### config.mk
export PLATFORM = sky130hd
export DESIGN_NAME = lcd_scan_top
export DESIGN_NICKNAME = d
export VERILOG_FILES = /design/src/rtl/lcd_scan_pkg.sv /design/src/rtl/lcd_scan_ctrl.sv /design/src/rtl/lcd_scan_datapath.sv /design/src/rtl/lcd_scan_top.sv
export SDC_FILE = /design/constraint.sdc
export NUM_CORES = 1
export LEC_CHECK = 0
export BUFFER_PORTS_ARGS = -buffer_cell sky130_fd_sc_hd__buf_2
export CAP_MARGIN = 40
export CORE_ASPECT_RATIO = 0.6
export CORE_MARGIN = 1
export CORE_UTILIZATION = 49
export DETAILED_ROUTE_END_ITERATION = 8
export HOLD_SLACK_MARGIN = 0.05
export PLACE_DENSITY = 0.68
export SLEW_MARGIN = 20
export SYNTH_ARGS = -nofsm -noshare
export SYNTH_HDL_FRONTEND = slang
export SYNTH_SLANG_ARGS = --single-unit
export TNS_END_PERCENT = 1
### constraint.sdc
create_clock -name clk -period 2.4 [get_ports clk]
set_input_delay 0.24 -clock clk [delete_from_list [all_inputs] [get_ports clk]]
set_output_delay 0.24 -clock clk [all_outputs]
set_load 0.02 [all_outputs]
### src/rtl/lcd_scan_pkg.sv
package lcd_scan_pkg;
  parameter int NUM_ROWS     = 4;
  parameter int SEGS_PER_ROW = 8;
  parameter int NUM_COMS     = 4;
  parameter int ADDR_W       = 4;
  parameter int ROW_BASE     = 12;  // must be a multiple of NUM_ROWS
  parameter int COL_BASE     = 8;   // must be a multiple of SEGS_PER_ROW
  parameter int NUM_SEGS     = NUM_ROWS * SEGS_PER_ROW;
  parameter int ROW_IDX_W    = $clog2(NUM_ROWS);
  parameter int COL_IDX_W    = $clog2(SEGS_PER_ROW);
  parameter int SEG_W        = ROW_IDX_W + COL_IDX_W;
  parameter int COM_W        = $clog2(NUM_COMS);

  typedef struct packed {
    logic              wrHit;
    logic [SEG_W-1:0]  wrSeg;
    logic [COM_W-1:0]  comIdx;
    logic              comActive;
  } scan_ctl_t;
endpackage

### src/rtl/lcd_scan_ctrl.sv
module lcd_scan_ctrl
  import lcd_scan_pkg::*;
(
  input  logic              clk,
  input  logic              rstN,
  input  logic              lcdTick,
  input  logic [COM_W-1:0]  dutySel,
  input  logic              wrEn,
  input  logic [ADDR_W-1:0] wrRow,
  input  logic [ADDR_W-1:0] wrCol,
  output scan_ctl_t         ctl
);
  localparam logic [ADDR_W-1:0] RowLo = ADDR_W'(ROW_BASE);
  localparam logic [ADDR_W-1:0] ColLo = ADDR_W'(COL_BASE);

  logic [COM_W-1:0] comIdx;
  logic             rowOk, colOk;

  // Aligned bases: the upper address bits alone decide a hit.
  assign rowOk = (wrRow[ADDR_W-1:ROW_IDX_W] == RowLo[ADDR_W-1:ROW_IDX_W]);
  assign colOk = (wrCol[ADDR_W-1:COL_IDX_W] == ColLo[ADDR_W-1:COL_IDX_W]);

  always_ff @(posedge clk) begin
    if (!rstN) begin
      comIdx <= '0;
    end else if (lcdTick) begin
      if (comIdx >= dutySel) comIdx <= '0;
      else                   comIdx <= comIdx + COM_W'(1);
    end
  end

  always_comb begin
    ctl.wrHit     = wrEn && rowOk && colOk;
    ctl.wrSeg     = {wrRow[ROW_IDX_W-1:0], wrCol[COL_IDX_W-1:0]};
    ctl.comIdx    = comIdx;
    ctl.comActive = (comIdx <= dutySel);
  end

  assert_wrap_R5: assert property (@(posedge clk) disable iff (!rstN)
    (lcdTick && comIdx >= dutySel) |=> (comIdx == '0));

  assert_step_R5: assert property (@(posedge clk) disable iff (!rstN)
    (lcdTick && comIdx < dutySel) |=> (comIdx == $past(comIdx) + COM_W'(1)));

  assert_hold_R6: assert property (@(posedge clk) disable iff (!rstN)
    !lcdTick |=> $stable(comIdx));
endmodule

### src/rtl/lcd_scan_datapath.sv
module lcd_scan_datapath
  import lcd_scan_pkg::*;
(
  input  logic                clk,
  input  logic                rstN,
  input  scan_ctl_t           ctl,
  input  logic [NUM_COMS-1:0] wrData,
  output logic [NUM_COMS-1:0] comOut,
  output logic [NUM_SEGS-1:0] segOut
);
  logic [NUM_COMS-1:0] pixRam [NUM_SEGS];

  always_ff @(posedge clk) begin
    if (!rstN) begin
      for (int i = 0; i < NUM_SEGS; i++) pixRam[i] <= '0;
    end else if (ctl.wrHit) begin
      pixRam[ctl.wrSeg] <= wrData;
    end
  end

  for (genvar s = 0; s < NUM_SEGS; s++) begin : g_seg
    assign segOut[s] = pixRam[s][ctl.comIdx];
  end

  for (genvar c = 0; c < NUM_COMS; c++) begin : g_com
    assign comOut[c] = ctl.comActive && (ctl.comIdx == COM_W'(c));
  end

  assert_onehot_R7: assert property (@(posedge clk) disable iff (!rstN)
    $onehot0(comOut));

  assert_write_R3: assert property (@(posedge clk) disable iff (!rstN)
    ctl.wrHit |=> (pixRam[$past(ctl.wrSeg)] == $past(wrData)));
endmodule

### src/rtl/lcd_scan_top.sv
module lcd_scan_top
  import lcd_scan_pkg::*;
(
  input  logic                clk,
  input  logic                rstN,
  input  logic                lcdTick,
  input  logic [COM_W-1:0]    dutySel,
  input  logic                wrEn,
  input  logic [ADDR_W-1:0]   wrRow,
  input  logic [ADDR_W-1:0]   wrCol,
  input  logic [NUM_COMS-1:0] wrData,
  output logic [NUM_COMS-1:0] comOut,
  output logic [NUM_SEGS-1:0] segOut
);
  scan_ctl_t ctl;

  lcd_scan_ctrl u_ctrl (
    .clk(clk), .rstN(rstN), .lcdTick(lcdTick), .dutySel(dutySel),
    .wrEn(wrEn), .wrRow(wrRow), .wrCol(wrCol), .ctl(ctl)
  );

  lcd_scan_datapath u_dp (
    .clk(clk), .rstN(rstN), .ctl(ctl), .wrData(wrData),
    .comOut(comOut), .segOut(segOut)
  );

  logic addrOut;
  assign addrOut = (int'(wrRow) < ROW_BASE) || (int'(wrRow) >= ROW_BASE + NUM_ROWS) ||
                   (int'(wrCol) < COL_BASE) || (int'(wrCol) >= COL_BASE + SEGS_PER_ROW);

  assert_ignore_R4: assert property (@(posedge clk) disable iff (!rstN)
    (wrEn && addrOut && !lcdTick) |=> $stable(segOut));
endmodule

# Word level (Yosys, flattened, before mapping)
# Memories as Yosys holds them, arrays and structs flattened.
# Cells that the tools add are included.
[word_totals] ff_bits=2 wordCells=90 output_inout_bits=36 ram_bits=128 n_memories=1 in_bits=18
[classes] muxes=72 reduce_logical=8 add_sub_neg=1 n_eq_ne=4 order_cmp=3
[mem_list] name="u_dp.pixRam" depth=32 word_bits=4 read_ports=32 rd_ports_with_merged_regs=0 write_ports=32 line_no="lcd_scan_datapath.sv:11" source="logic [NUM_COMS-1:0] pixRam [NUM_SEGS];"
[op_table] cell="binary-select mux 1 bit (select 2 bit)" n=32
[op_table] cell="two-way mux 1 bit" n=37
[op_table] cell="== test 2 bit (second input constant)" n=3
[op_table] cell="logical AND 1 bit" n=6
[op_table] cell="two-way mux 5 bit" n=1
[op_table] cell="two-way mux 4 bit" n=1
[op_table] cell="OR reduction 4 bit" n=1
[op_table] cell="less-than comparator 2 x 3 -> 1 bit (second input constant)" n=1
[op_table] cell="adder 2 x 1 -> 2 bit (second input constant)" n=1
[op_table] cell="== test 2 x 1 -> 1 bit (second input constant)" n=1
[op_table] cell=">= comparator 2 bit" n=1
[op_table] cell="less-or-equal comparator 2 bit" n=1
[op_table] cell="logical NOT 2 bit" n=1
[op_table] cell="two-way mux 2 bit" n=1

# Depth between registers and ports, before layout
[logic_depth] word_depth=8 mapped_depth=7 mapped_depth_nobuf=5

# Hierarchy
# From an unflattened synthesis, not the netlist that was laid out.
[unflattened] hier_cells=426 hier_area_um2=6247.2
[by_module_without_submodules] module="lcd_scan_datapath" cells_each=400 seq_area_each_um2=3843.7 instances=1 area_per_inst_um2=6023.3
[by_module_without_submodules] module="lcd_scan_ctrl" cells_each=26 seq_area_each_um2=40.0 instances=1 area_per_inst_um2=224.0

# Worst setup path before layout
# OpenSTA, ideal clock, no wires.
[synth_timing] kind="flip-flop to flip-flop" start="register u_ctrl.comIdx[0]" end="register u_ctrl.comIdx[0]" period_less_slack_ps=1961 arrival_ps=1903 setup_slack_ps=439 setup_ps=58 path_stages_with_launch=8 required_ps=2342 path_buffers=2 path_cell_list="dfxtp_1 > buf_2 > buf_2 > inv_1 > ha_1 > nand2b_1 > a2111oi_0 > o21a_1"
[synth_between] elab_chain_len=2 elab_cells_between_ends=3 cone_classes="1 x add/sub; 1 x order compare; 1 x mux"
[synth_rtl] element="from (decl)" line_no="lcd_scan_ctrl.sv:16" source="logic [COM_W-1:0] comIdx;"
[synth_rtl] element="from (signal assigned)" line_no="lcd_scan_ctrl.sv:28" source="else comIdx <= comIdx + COM_W'(1);"
[synth_rtl] element="adder 2 x 1 -> 2 bit or >= comparator 2 bit (tied branches)" line_no="lcd_scan_ctrl.sv:28, lcd_scan_ctrl.sv:27"
[synth_rtl] element="two-way mux 2 bit (*)" line_no="lcd_scan_ctrl.sv:27" source="if (comIdx >= dutySel) comIdx <= '0;"
# Mark *: on every way between the ends. The rest lies on a longest branch, timed or not.
# A chain may end at the register's enable or synchronous reset.

# Worst setup path after layout
[layout_timing] start="register u_ctrl.comIdx[0]" end="output comOut[2]"
[layout_between] elab_chain_len=2 elab_cells_between_ends=3 cone_classes="1 x order compare; 1 x eq/ne; 1 x reduce/logical"
[layout_rtl] element="less-or-equal comparator 2 bit or == test 2 bit (tied branches)" line_no="lcd_scan_ctrl.sv:36, lcd_scan_datapath.sv:26"
[layout_rtl] element="logical AND 1 bit (*)" line_no="lcd_scan_datapath.sv:26" source="assign comOut[c] = ctl.comActive && (ctl.comIdx == COM_W'(c));"
[layout_rtl] element="to (decl)" line_no="lcd_scan_top.sv:12" source="output logic [NUM_COMS-1:0] comOut,"
# Marks and branches as above.

==> impl_metrics.py <==
metrics = {
    "outcome": {
        "run_status": "finished clean",
    },
    "sta": {
        "tightestPinTransition_ps": 692,
        "grt_setup_unrepaired": "no",
        "fmax_mhz": 464,
        "final_max_slew_viol_count": 0,
        "setup-tns-final_ps": 0,
        "setup-violations-final": 0,
        "clock-skew-final_ps": 0.0259,
        "fin_crit_sh_pct": 89.8,
        "remaining_max_slew_budget_at_the_tightest_pin_pct": 53.4,
        "fin_crit_ps": 2160,
        "timing_hold_violations_final": 0,
    },
    "power_and_ir_drop": {
        "p_per_area_mw_per_mm2": 827,
        "p_total_uw": 5860,
        "worst_vdd_rail_ir_drop_mv": 0.524,
        "leakage_uw": 0.00234,
    },
    "synthesis": {
        "post_synth_inst_count": 421,
        "yosys_warnings": 0,
        "mappedNetlistNets": 445,
        "async_reset_ff_share_pct": 0,
        "syn-mean-instance-area_um2": 14.3,
        "netlist_area_mm2": 0.00600,
        "synth-main-ff-cell": "edfxtp_1",
        "synth-seq-cells": 130,
        "synth_enable_flop_cells": 128,
        "synth_sequential_area_ratio_pct": 64.7,
        "post_synth_num_cell_types": 29,
    },
    "drt": {
        "firstDrtPassIters": 5,
        "routed_wire_length_per_instance_um": 20.0,
        "postRouteAntennaNets": 0,
        "drt-total-wl_um": 13100,
        "via_per_inst": 5.60,
        "dr_iter_0_viols": 280,
        "detailroute.via_count": 3660,
        "drc": 0,
    },
    "worst_setup_path": {
        "timing.critical_path.slowest_cell_delay_ps": 350,
        "category_of_the_worst_setup_path_launch_point": "flop",
        "cp_data_required_time_ps": 2160,
        "cp_top_family": "buffers and inverters",
        "path_cells": "buf_12 -> inv_1 -> ha_1 -> nand2_1 -> o21ai_0 -> and2_1 -> buf_2",
        "crit_arrival_ps": 1920,
        "wp_buf_inv": 3,
        "crit_type": "flop to output port",
        "cp_max_fo": 21,
        "end_kind": "output port",
        "crit_slowest_cell": "dfxtp_2",
    },
    "floorplan": {
        "start_util_pct": 51.7,
        "placeableCoreArea_mm2": 0.0116,
        "die_area_mm2": 0.0127,
        "die_width_um": 145,
        "top_level_ports": 54,
        "std_cell_rows": 30,
        "fp.dieH_um": 87.7,
    },
    "placed_design": {
        "place.port_buffers": 53,
        "hpwl_um": 8160,
        "globalplace.congestion": 0.728,
    },
    "final_layout": {
        "design.final.nets": 504,
        "n_antenna_cell": 0,
        "layout_common_cells": "nor2_1, edfxtp_1, buf_2",
        "final_common_cell": "nor2_1",
        "syn_to_final_growth_pct": 18.1,
        "drive_gt1_share_pct": 31.2,
    },
    "global_route": {
        "overall_track_demand_over_capacity_in_global_routing_pct": 23.2,
        "overflow": 0,
        "grt_pass1_wl_um": 20900,
        "number_of_antenna_violations_at_the_first_check_in_global_routing": 0,
        "grt_start_max_net_pins": 35,
        "first_global_vias": 3733,
    },
    "clock_network": {
        "cts.sinks": 130,
        "clock_tree.buffer_depth": 2,
        "cts_tree": "built",
        "cts-resized-gates": 0,
        "worstSkewPairLatency_ps": 400,
        "cts_buffers": 17,
        "clockRootBuffer": "clkbuf_16",
        "clkSlewWorstSetupHoldPaths_ps": 60,
        "cts_stage_hold_buffer_count": 0,
        "postCtsSetupRepairBufs": 0,
        "h-tree-depth": 4,
    },
    "job": {
        "max_cap_viol_count": 0,
    },
    "min_path": {
        "timing.hold.worst.class": "input pin to flop",
    },
}
-- registers in the layout (all words and copies together), names as in the netlist --
name,cells
u_ctrl.comIdx,2
u_dp.pixRam,128
-- per-layer routing --
metal	vias up	share of wire [%]	routed length (um)	track usage [%]
li1	1670	-	-	-
met1	1837	43	5660	31.6
met2	140	48	6260	37.0
met3	13	7.7	1010	5.90
met4	0	1.2	162	7.56
met5	-	0	0	0
-- cell type report --
cell class	count	area, um2
clock inverters	14	186
repair buffers	70	418
clock buffers	18	429
flip-flops and latches	130	3880
fillers	901	4510
inverters	4	15.0
well taps	160	200
multi-input cells	257	1950
-- path summary, 6_finish.rpt --
path	start	endpoint	slack (ps)	cells after the start
worst max-delay path	u_ctrl.comIdx[0]	comOut[2]	240	7
worst min-delay path	lcdTick	u_ctrl.comIdx[1]	180	3
worst max register to register	u_ctrl.comIdx[0]	u_ctrl.comIdx[0]	620	6
worst min register to register	u_ctrl.comIdx[1]	u_ctrl.comIdx[0]	840	3
-- through the flow --
step | utilization, % | cell area [um2] | setup slack [ps] | hold slack, ps | cells
2_1_floorplan | - | 6000 | 439 | 357 | 421
3_3_place_gp | 55.8 | 6470 | 400 | 586 | 621
3_5_place_dp | 55.8 | 6470 | 271 | 596 | 621
4_1_cts | 61.1 | 7090 | 196 | 167 | 653
5_1_grt | 61.1 | 7090 | 104 | 192 | 653
6_report | 61.1 | 7090 | 244 | 178 | 653
-- cell families after synthesis --
logic type      count (synthesis)  share of synthesized area [%]
compound gates                 37                           3.23
fa+ha+maj                       6                           1.25
buf+inv                        34                           2.73
flops                         130                           64.7
mux                            32                           12.0
simple gates                  182                           16.1
-- power by group --
group          total [uW]  leakage [uW]  internal, uW  switching [uW]
clock                2680      0.000301          1730             943
combinational         551      0.000803           207             344
sequential           2630       0.00123          2600            30.8
-- synth_stat cells (all sizes together), types with 2 or more instances --
cell	count	area, um2
nand2	15	63.8
and2	4	25.0
clkbuf	20	75.1
buf	10	73.8
edfxtp	128	3840
and3b	3	26.3
ha	6	75.1
mux4	32	721
nor3b	3	56.3
nor2	130	488
inv	4	15.0
nand2b	5	31.3
o21ai	33	165
dfxtp	2	40.0
o21a	2	15.0
nor2b	2	12.5
nand3	16	228
-- worst register-to-register path: stages, from the launching register on --
cell       delay [ps]
dfxtp_2           350
buf_12            210
inv_1             130
ha_1              300
nand2b_1          160
a2111oi_0         400
o21a_1            180
Power figures use the tool's default switching activity.
